--- src/rtl/sertx_pkg.sv ---
package sertx_pkg;
  localparam int RATE_W = 4;
  localparam int CNT_W  = 9;

  typedef struct packed {
    logic              short_word;
    logic              par_on;
    logic [RATE_W-1:0] rate;
  } fmt_t;

  // low codes: powers of two; high codes: three times a power of two
  function automatic logic [CNT_W-1:0] rate_divisor(input logic [RATE_W-1:0] code);
    logic [CNT_W-1:0] base;
    base = code[RATE_W-1] ? CNT_W'(3) : CNT_W'(1);
    return base << code[RATE_W-2:0];
  endfunction
endpackage

--- src/rtl/sertx_baud.sv ---
module sertx_baud
  import sertx_pkg::*;
(
  input  logic              clk,
  input  logic              rst_n,
  input  logic              run,
  input  logic [RATE_W-1:0] rate,
  output logic              tick
);
  logic [CNT_W-1:0] cnt_q, cnt_d, last;

  always_comb begin
    last = rate_divisor(rate) - CNT_W'(1);
    tick = run && (cnt_q == last);
  end

  always_comb begin
    cnt_d = cnt_q;
    if (!run || tick) cnt_d = '0;
    else              cnt_d = cnt_q + CNT_W'(1);
  end

  always_ff @(posedge clk or negedge rst_n) begin
    if (!rst_n) cnt_q <= '0;
    else        cnt_q <= cnt_d;
  end

  // divider restarts after each tick and while idle
  a_r1_wrap_after_tick: assert property (@(posedge clk) disable iff (!rst_n)
    tick |=> (cnt_q == '0));
  a_r1_idle_parked: assert property (@(posedge clk) disable iff (!rst_n)
    !run |=> (cnt_q == '0));
  a_r1_count_in_range: assert property (@(posedge clk) disable iff (!rst_n)
    run |-> (cnt_q <= last));
endmodule

--- src/rtl/sertx_frame.sv ---
module sertx_frame
  import sertx_pkg::*;
#(
  parameter int DATA_W = 8,
  parameter int OVS    = 16,
  localparam int FRAME_W = DATA_W + 3,
  localparam int LEFT_W  = $clog2(FRAME_W),
  localparam int SUB_W   = $clog2(OVS)
)(
  input  logic              clk,
  input  logic              rst_n,
  input  logic              shdn,
  input  logic              load,
  input  logic [DATA_W-1:0] load_data,
  input  logic              load_par,
  input  fmt_t              fmt_in,
  input  logic              tick,
  output logic              busy,
  output logic              buf_empty,
  output logic              line_bit,
  output logic [SUB_W-1:0]  sub_o,
  output logic [RATE_W-1:0] rate_o
);
  function automatic logic [FRAME_W-1:0] pack_frame(input logic [DATA_W-1:0] d,
                                                   input logic p, input fmt_t f);
    logic [FRAME_W-1:0] fr;
    fr    = '1;
    fr[0] = 1'b0;
    for (int i = 0; i < DATA_W; i++)
      if (!(f.short_word && i == DATA_W-1)) fr[i+1] = d[i];
    if (f.par_on) begin
      if (f.short_word) fr[DATA_W]   = p;
      else              fr[DATA_W+1] = p;
    end
    return fr;
  endfunction

  function automatic logic [LEFT_W-1:0] last_index(input fmt_t f);
    return LEFT_W'(DATA_W + 1) - LEFT_W'(f.short_word) + LEFT_W'(f.par_on);
  endfunction

  logic                buf_full_q, buf_full_d;
  logic [DATA_W-1:0]   buf_data_q, buf_data_d;
  logic                buf_par_q,  buf_par_d;
  logic                busy_q,     busy_d;
  logic [FRAME_W-1:0]  shift_q,    shift_d;
  logic [LEFT_W-1:0]   left_q,     left_d;
  logic [SUB_W-1:0]    sub_q,      sub_d;
  logic [RATE_W-1:0]   rate_q,     rate_d;
  logic                bit_end, frame_end, xfer, take;

  always_comb begin
    bit_end   = tick && (sub_q == SUB_W'(OVS-1));
    frame_end = bit_end && (left_q == '0);
    xfer      = buf_full_q && (!busy_q || frame_end);
    take      = load && !buf_full_q;
  end

  always_comb begin
    buf_full_d = buf_full_q;
    buf_data_d = buf_data_q;
    buf_par_d  = buf_par_q;
    busy_d     = busy_q;
    shift_d    = shift_q;
    left_d     = left_q;
    sub_d      = sub_q;
    rate_d     = rate_q;
    if (shdn) begin
      busy_d     = 1'b0;
      buf_full_d = 1'b0;
      sub_d      = '0;
    end else begin
      if (busy_q && tick) sub_d = bit_end ? '0 : sub_q + SUB_W'(1);
      if (bit_end && !frame_end) begin
        shift_d = {1'b1, shift_q[FRAME_W-1:1]};
        left_d  = left_q - LEFT_W'(1);
      end
      if (frame_end) busy_d = 1'b0;
      if (xfer) begin
        busy_d     = 1'b1;
        shift_d    = pack_frame(buf_data_q, buf_par_q, fmt_in);
        left_d     = last_index(fmt_in);
        sub_d      = '0;
        rate_d     = fmt_in.rate;
        buf_full_d = 1'b0;
      end
      if (take) begin
        buf_full_d = 1'b1;
        buf_data_d = load_data;
        buf_par_d  = load_par;
      end
    end
  end

  always_ff @(posedge clk or negedge rst_n) begin
    if (!rst_n) begin
      buf_full_q <= 1'b0;
      buf_data_q <= '0;
      buf_par_q  <= 1'b0;
      busy_q     <= 1'b0;
      shift_q    <= '1;
      left_q     <= '0;
      sub_q      <= '0;
      rate_q     <= '0;
    end else begin
      buf_full_q <= buf_full_d;
      buf_data_q <= buf_data_d;
      buf_par_q  <= buf_par_d;
      busy_q     <= busy_d;
      shift_q    <= shift_d;
      left_q     <= left_d;
      sub_q      <= sub_d;
      rate_q     <= rate_d;
    end
  end

  always_comb begin
    busy      = busy_q;
    buf_empty = !buf_full_q;
    line_bit  = shift_q[0];
    sub_o     = sub_q;
    rate_o    = rate_q;
  end

  // shutdown flushes shifter and buffer on the next edge
  a_r8_shdn_flush: assert property (@(posedge clk) disable iff (!rst_n)
    shdn |=> (!busy_q && !buf_full_q));
  // a held word is not overwritten while the frame runs
  a_r6_buffer_holds: assert property (@(posedge clk) disable iff (!rst_n)
    (buf_full_q && busy_q && !bit_end && !shdn) |=> (buf_full_q && $stable(buf_data_q)));
  // a frame starts only by emptying the buffer
  a_r7_start_empties: assert property (@(posedge clk) disable iff (!rst_n)
    $rose(busy_q) |-> !buf_full_q);
  // remaining-bit count never exceeds the longest frame
  a_r4_len_bound: assert property (@(posedge clk) disable iff (!rst_n)
    busy_q |-> (left_q <= LEFT_W'(DATA_W + 2)));
endmodule

--- src/rtl/sertx_top.sv ---
module sertx_top
  import sertx_pkg::*;
#(
  parameter int DATA_W = 8,
  parameter int OVS    = 16,
  parameter int PULSE  = 3,
  localparam int SUB_W = $clog2(OVS)
)(
  input  logic              clk,
  input  logic              rst_n,
  input  logic              load,
  input  logic [DATA_W-1:0] load_data,
  input  logic              load_par,
  input  logic [RATE_W-1:0] cfg_rate,
  input  logic              cfg_short,
  input  logic              cfg_par_on,
  input  logic              cfg_irda,
  input  logic              shdn,
  output logic              tx,
  output logic              busy,
  output logic              buf_empty
);
  logic [1:0]        rst_sync;
  logic              rst_i;
  fmt_t              fmt;
  logic              tick, line_bit;
  logic [SUB_W-1:0]  sub;
  logic [RATE_W-1:0] rate_run;

  always_ff @(posedge clk or negedge rst_n) begin
    if (!rst_n) rst_sync <= 2'b00;
    else        rst_sync <= {rst_sync[0], 1'b1};
  end
  assign rst_i = rst_sync[1];

  always_comb fmt = '{short_word: cfg_short, par_on: cfg_par_on, rate: cfg_rate};

  sertx_baud u_baud (
    .clk   (clk),
    .rst_n (rst_i),
    .run   (busy),
    .rate  (rate_run),
    .tick  (tick)
  );

  sertx_frame #(.DATA_W(DATA_W), .OVS(OVS)) u_frame (
    .clk       (clk),
    .rst_n     (rst_i),
    .shdn      (shdn),
    .load      (load),
    .load_data (load_data),
    .load_par  (load_par),
    .fmt_in    (fmt),
    .tick      (tick),
    .busy      (busy),
    .buf_empty (buf_empty),
    .line_bit  (line_bit),
    .sub_o     (sub),
    .rate_o    (rate_run)
  );

  // line coding: NRZ level, or short pulse for zero bits
  always_comb begin
    if (shdn || !busy)  tx = !cfg_irda;
    else if (cfg_irda)  tx = !line_bit && (sub < SUB_W'(PULSE));
    else                tx = line_bit;
  end

  // shutdown forces the rest level in the same cycle
  a_r8_shdn_rest: assert property (@(posedge clk) disable iff (!rst_i)
    shdn |-> (tx == !cfg_irda));
  // pulse mode keeps the line dark for ones and when idle
  a_r5_dark_idle: assert property (@(posedge clk) disable iff (!rst_i)
    (cfg_irda && !busy) |-> !tx);
  a_r5_dark_one: assert property (@(posedge clk) disable iff (!rst_i)
    (cfg_irda && busy && line_bit) |-> !tx);
  // NRZ line rests high
  a_r2_rest_high: assert property (@(posedge clk) disable iff (!rst_i)
    (!cfg_irda && !busy) |-> tx);
endmodule

--- config.mk ---
export PLATFORM = sky130hd
export DESIGN_NAME = sertx_top
export DESIGN_NICKNAME = d
export VERILOG_FILES = /design/src/rtl/sertx_pkg.sv /design/src/rtl/sertx_baud.sv /design/src/rtl/sertx_frame.sv /design/src/rtl/sertx_top.sv
export SDC_FILE = /design/constraint.sdc
export NUM_CORES = 1
export LEC_CHECK = 0
export ABC_AREA = 1
export BUFFER_PORTS_ARGS = -buffer_cell sky130_fd_sc_hd__buf_2
export CORE_UTILIZATION = 59
export CTS_CLUSTER_SIZE = 30
export DETAILED_ROUTE_END_ITERATION = 8
export PLACE_DENSITY_LB_ADDON = 0.15
export SLEW_MARGIN = 30
export SYNTH_ARGS = -nofsm -noshare
export SYNTH_HDL_FRONTEND = slang
export SYNTH_SLANG_ARGS = --single-unit
--- constraint.sdc ---
create_clock -name clk -period 1.9 [get_ports clk]
set_input_delay 0.19 -clock clk [delete_from_list [all_inputs] [get_ports clk]]
set_output_delay 0.19 -clock clk [all_outputs]
set_load 0.01 [all_outputs]
Word-level counts from Yosys, hierarchy flattened
Index checks and enable logic that the tools add are counted.

Memory bits (read-only): 0. Logic and storage cells: 67. Bits in latches: 0. Memory bits (writable): 0. Memories: 0. Register bits: 45.

Reduce and logical (&&, ||, !) cells: 24. Divide/modulo/power cells: 0. Shift operators: 1. Multipliers: 0. $lt $le $gt $ge: 1. Add/sub/neg operators: 6. Bitwise gates (word level): 1. Equal/unequal tests: 2. Muxes and demuxes: 22.

Operators by type and width (count): 4-bit two-way mux (6); 11-bit two-way mux (2); 1-bit two-way mux (11); 9-bit by 1-bit adder with 9-bit output (second input constant) (1); 9-bit == test (1); 9-bit two-way mux (1); 3-bit nonzero test (3); 9-bit by 3-bit << shifter with 9-bit output (1); 9-bit by 1-bit subtractor with 9-bit output (second input constant) (1); 1-bit logical AND (8); 2-bit AND reduction (3); 1-bit zero test (5); 4-bit by 1-bit adder with 4-bit output (1); 4-bit by 1-bit adder with 4-bit output (second input constant) (1); 4-bit == test (second input constant) (1); 4-bit zero test (1); 4-bit by 2-bit less-than comparator with 1-bit output (second input constant) (1); 2-bit two-way mux (2); 4-bit by 1-bit subtractor with 4-bit output (first input constant) (1); 4-bit by 1-bit subtractor with 4-bit output (second input constant) (1); 1-bit logical OR (3); 2-bit nonzero test (1); 1-bit inverter (1).

Depth between registers and ports, before layout
Word-level depth: 12. Mapped depth: 21. Depth with buffers taken out: 19.

Modules after synthesis
A second synthesis with hierarchy kept.

Cells, all modules: 308. Area total of the unflattened synthesis: 2477.4 um^2.

Modules (own cells, without submodules): sertx_frame (area each 1687.9 um^2, cells an instance 189, times used 1); sertx_baud (area each 679.4 um^2, cells an instance 102, times used 1); sertx_top (area each 110.1 um^2, cells an instance 17, times used 1).

Worst setup path before layout
Ideal clock, no wire load.

Path type: reg2reg. From: register u_frame.rate_q[1] (netlist: u_frame.rate_o[1]). To: register u_frame.left_q[1]. Setup time: 0.116 ns. Data required time: 1.784 ns. Cell stages (with the launch flop): 20. Slack: -0.537 ns. Arrival time: 2.321 ns. Cell sequence: dfrtp_1 buf_4 nor2_1 o21ai_0 ha_1 inv_1 nand2_1 nand2_1 nand3_1 nor2_1 nand3_1 nor2_1 nand3_2 nor2_4 nand4_2 nand2_2 nand3_4 buf_2 nand3_1 nand2_1.

Cells in the longest elaborated chain, start to end: 10. Elaborated cells on any way between the ends: 13. Those cells by class: add/sub: 1; eq/ne: 1; shift: 1; mux: 1; reduce/logical: 9.

Ends and longest elaborated chain: start, declared (line sertx_frame.sv:49) `logic [RATE_W-1:0] rate_q, rate_d;`; start signal, assigned (line sertx_frame.sv:113) `rate_q <= rate_d;`; 9-bit by 3-bit << shifter with 9-bit output (*) (line sertx_pkg.sv:15) `return base << code[RATE_W-2:0];`; 9-bit by 1-bit subtractor with 9-bit output (*) (line sertx_baud.sv:13) `last = rate_divisor(rate) - CNT_W'(1);`; 9-bit == test (*) (line sertx_baud.sv:14) `tick = run && (cnt_q == last);`; 1-bit logical AND (*) (line sertx_baud.sv:14); 1-bit logical AND (*) (line sertx_frame.sv:53) `bit_end = tick && (sub_q == SUB_W'(OVS-1));`; 1-bit logical AND (line sertx_frame.sv:54) `frame_end = bit_end && (left_q == '0);`; 1-bit zero test / 1-bit logical OR (equally long branches) (line sertx_frame.sv:74, sertx_frame.sv:55); 1-bit logical AND, on equally long branches (line sertx_frame.sv:74, sertx_frame.sv:55); 2-bit nonzero test (no source line); 2-bit AND reduction (no source line); end signal, assigned (line sertx_frame.sv:111) `left_q <= left_d;`; end, declared (line sertx_frame.sv:47) `logic [LEFT_W-1:0] left_q, left_d;`.

Mark *: on every way between the ends. The rest lies on a longest branch, timed or not. A chain may end at the register's enable or synchronous reset.

Worst setup path in the final report
From: register u_frame.rate_q[0] (netlist: u_frame.rate_o[0]). To: register u_frame.left_q[1].

Same word-level chain as after synthesis.

==> impl_results.md <==
- Status: finished with violations
- Failing checks: negative setup slack
- Rows: 23
- Worst reg2reg setup slack: -0.87 ns
- Number of cells after detailed placement: 441
- CP Launch Type: register
- Commonest register cell after synthesis: sky130_fd_sc_hd__dfrtp_1
- Number of nets in the finished design: 438
- Share of flip-flops with an asynchronous set or reset after synthesis: 100%
- Synthesized area per cell: 7.55 um^2
- Detailed placement HPWL: 4400 um
- Count of port buffers added during placement: 22
- Endpoint, Worst Hold: u_frame.rate_o[3]$_DFFE_PN0P_
- Routed wire length per instance: 17.6 um
- Cell at the root of the clock tree: sky130_fd_sc_hd__clkbuf_8
- Delay of the slowest cell on the worst path: 0.46 ns
- First-pass GRT wire length: 10600 um
- Post-synth top area cell: sky130_fd_sc_hd__dfrtp_1
- Sum of negative setup slack: -22.17 ns
- Number of maximum-capacitance violations: 0
- Required time of the critical path: 2.10 ns
- Most frequent cell on the critical path: sky130_fd_sc_hd__nand2_1
- Largest buffer count on any clock path: 2
- Die Span X: 68.1 um
- Initial antenna violation count: 0
- Critical path fanouts, max: 5
- Via total after detailed routing: 2788
- GRT overflow: 0
- Final Worst Setup Slack: -0.865 ns
- Critical setup path kind: reg -> reg
- Fraction of final layout cells with drive strength greater than 1: 38.7%
- Number of instances in the synthesized netlist: 341
- Post-route cell area: 0.00353 mm^2
- Part of the power in combinational logic: 45.9%
- Seq/Total Area, Yosys: 43.2%
- Number of enable flip-flop cells after synthesis: 0
- Min Clock Period, post-route: 2.77 ns
- Worst hold path startpoint: cfg_rate[3]
- Die Outline Area: 0.00463 mm^2
- Clock skew: 0.00939 ns
- FMAX: 362 MHz
- Slowest cell on the critical path: sky130_fd_sc_hd__dfrtp_2
- Filler cell count: 189
- Min-Delay Path Depth: 3
- Clk network pwr share: 17.5%
- Ys Warns: 0
- Post-route clock period utilization: 146%
- Sw Pwr: 1.47 mW
- Clock slew seen by the registers of the worst setup and hold paths: 0.09 ns
- Final Setup Violations: 33
- Share of the synthesized area in the top cell type: 33.0%
- Synthesized flop and latch total: 44
- TritonCTS Buffers: 5
- Total DRC errors in the routed layout: 0
- Non-filler instance count after layout: 463
- Area growth, synth to finish: 37.0%
- Internal portion of total power: 2.13 mW
- TritonCTS clock tree: built
- Placed instance area: 0.00299 mm^2
- Effective utilization at floorplan: 63.0%
- Leakage dissipation: 1.71 nW
- Core Region: 0.00409 mm^2
- Worst-case reg-to-reg path depth: 18
- Top cells by area, synth: sky130_fd_sc_hd__dfrtp_1, sky130_fd_sc_hd__nand2_1, sky130_fd_sc_hd__dfstp_2, sky130_fd_sc_hd__nand3_1, sky130_fd_sc_hd__nor2_1
- Vias in the first global route: 2366
- Worst r2r dst: u_frame.left_q[1]$_DFFE_PN0P_
- Total power per unit cell area: 1020 mW/mm^2
- Arrival @ worst endpoint: 2.97 ns
- Detailed-router iteration count before antenna repair: 7
- Detailed router's first-iteration violation count: 356
- Utilization of the core after routing: 86.4%
- Number of antenna cells inserted: 0
- Maximum number of pins on one net before global-route repair: 31
- VDD IR-drop max: 0.000618 V
- Sinks on Clock Net: 44
- Sequential fraction of design power: 36.6%
- Final hold viol count: 0
- Syn nets: 367
- Skew-Pair Late Insertion Delay: 0.30 ns
- Die height: 68.1 um
- Remaining number of nets flagged by the antenna check after routing: 0
- Net switching fraction of the power: 40.8%
- Top post-synthesis cells by count: sky130_fd_sc_hd__nand2_1, sky130_fd_sc_hd__nand3_1, sky130_fd_sc_hd__nor2_1
- Total Routing Usage GR: 31.1%
- Kind of capture point of the worst setup path: register
- Origin of the critical flop-to-flop path: u_frame.rate_o[0]$_DFFE_PN0P_
- Slew Viols, Final: 0
- H-tree Lvls: 2
- Setup repair after global routing missed its margin: true
- Distinct cell type count after synthesis: 33
- Class of the worst hold path: in -> reg
- Critical-path cell list: buf_6 > nor2_1 > nand2_1 > nand2_1 > nand2_1 > nand2_1 > nand2_1 > nand2_1 > inv_2 > nor2_2 > nand3_2 > nor2_4 > nand4_4 > nand2_8 > nand3_4 > buf_6 > nand3_2 > nand2_1
- Number of placed I/O pins: 23
- Total power: 3.61 mW
- Number of vias per cell: 6.02
- WL final: 8130 um
- Library cell with the highest instance count after synthesis: sky130_fd_sc_hd__nand2_1
- Routability Congestion: 0.900
- Post-synthesis instance area: 0.00258 mm^2
-- cells by family after synthesis --
group | Yosys count | share of synthesized area (%)
AOI/OAI and AO/OA | 17 | 3.45
xor gates and xnor gates | 2 | 0.680
adders and majority gates | 6 | 2.91
buffers and inverters | 48 | 8.21
DFF | 44 | 43.2
muxes | 8 | 3.50
other | 1 | 0.146
and+or+nand+nor | 215 | 37.9
-- per-stage QoR --
stage | hold WS, ns | setup slack, ns
after global placement | -0.0250 | -0.490
after detailed placement | -0.0232 | -0.603
after CTS | 0.0987 | -0.538
after global routing | 0.124 | -0.971
final | 0.106 | -0.865
after floorplan | -0.106 | -0.472
-- worst max-delay path: cells and delay by family (launching register included) --
kind	cells	cell delay, ns
buffers and inverters	3	0.38
and+or+nand+nor	15	1.81
DFF	1	0.46
-- state kept, by name, indices dropped and copies added, names as in the netlist --
signal / count
u_frame.sub_o: 4
u_frame.left_q: 4
u_frame.buf_par_q: 1
u_frame.buf_full_q: 1
u_frame.rate_o: 4
u_frame.busy: 1
u_frame.shift_q: 10
rst_sync: 2
u_baud.cnt_q: 9
u_frame.buf_data_q: 8
-- power by group through the flow --
stage                     sequential, mW  clock [mW]  combinational (mW)
after floorplan                     1.28           0               0.816
after global placement              1.29           0                1.15
after detailed placement            1.29           0                1.19
after CTS                           1.29       0.621                1.31
after global routing                1.34       0.664                1.77
final                               1.32       0.630                1.66
-- per-layer routing --
| layer | track usage [%] | part of all wire (%) | vias to the layer above |
|---|---|---|---|
| li1 | - | - | 1239 |
| met2 | 51.0 | 47 | 187 |
| met1 | 40.8 | 39 | 1305 |
| met5 | 0 | 0 | - |
| met3 | 6.50 | 8.7 | 57 |
| met4 | 10.4 | 5.6 | 0 |
-- layout by cell type, fill, tap and decap left out, drive strengths merged, types with 2 or more instances in the layout --
cell    synthesis  routed
inv            39      39
clkbuf          1       8
nor4            2       2
nand2         110     112
a21oi           7       7
nor3            8       8
o21ai           8       8
xor2            2       2
nand4           8       8
buf             7      68
mux2            8       8
nor2           36      36
nor3b           3       3
dfstp          10      10
dfrtp          34      34
ha              6       6
nand3          47      47
-- area by class of cell --
class / count / area (um^2) / share of cell area [%]
clock buffers: 7 / 86.3 / 2.45
clock inverters: 1 / 7.51 / 0.213
flip-flops and latches: 44 / 1120 / 31.7
multi-input cells: 251 / 1550 / 43.8
repair buffers: 70 / 554 / 15.7
inverters: 40 / 155 / 4.40
well taps: 50 / 62.6 / 1.77
-- how the worst max path moves through the flow --
stage | startpoint | end | slack [ns] | cells past startpoint
finish | u_frame.rate_o[0]$_DFFE_PN0P_ | u_frame.left_q[1]$_DFFE_PN0P_ | -0.87 | 18
global placement | u_frame.rate_o[0]$_DFFE_PN0P_ | u_frame.shift_q[1]$_DFFE_PN1P_ | -0.49 | 16
floorplan | u_frame.rate_o[2]$_DFFE_PN0P_ | u_frame.left_q[0]$_DFFE_PN0P_ | -0.47 | 21
global route | u_frame.rate_o[0]$_DFFE_PN0P_ | u_frame.left_q[1]$_DFFE_PN0P_ | -0.97 | 18
CTS | u_frame.rate_o[1]$_DFFE_PN0P_ | u_frame.shift_q[5]$_DFFE_PN1P_ | -0.54 | 18
detailed placement | u_frame.rate_o[2]$_DFFE_PN0P_ | u_frame.shift_q[5]$_DFFE_PN1P_ | -0.60 | 18
-- timing repair --
action,in CTS,in global routing
hold endpoints to repair,2,0
hold buffers,1,0
gates resized for setup,31,39
gates cloned,2,3
buffers inserted,4,4
pin swaps,7,22
endpoints found under the setup margin,33,33
Note: power is estimated with default switching activity, not from simulation.
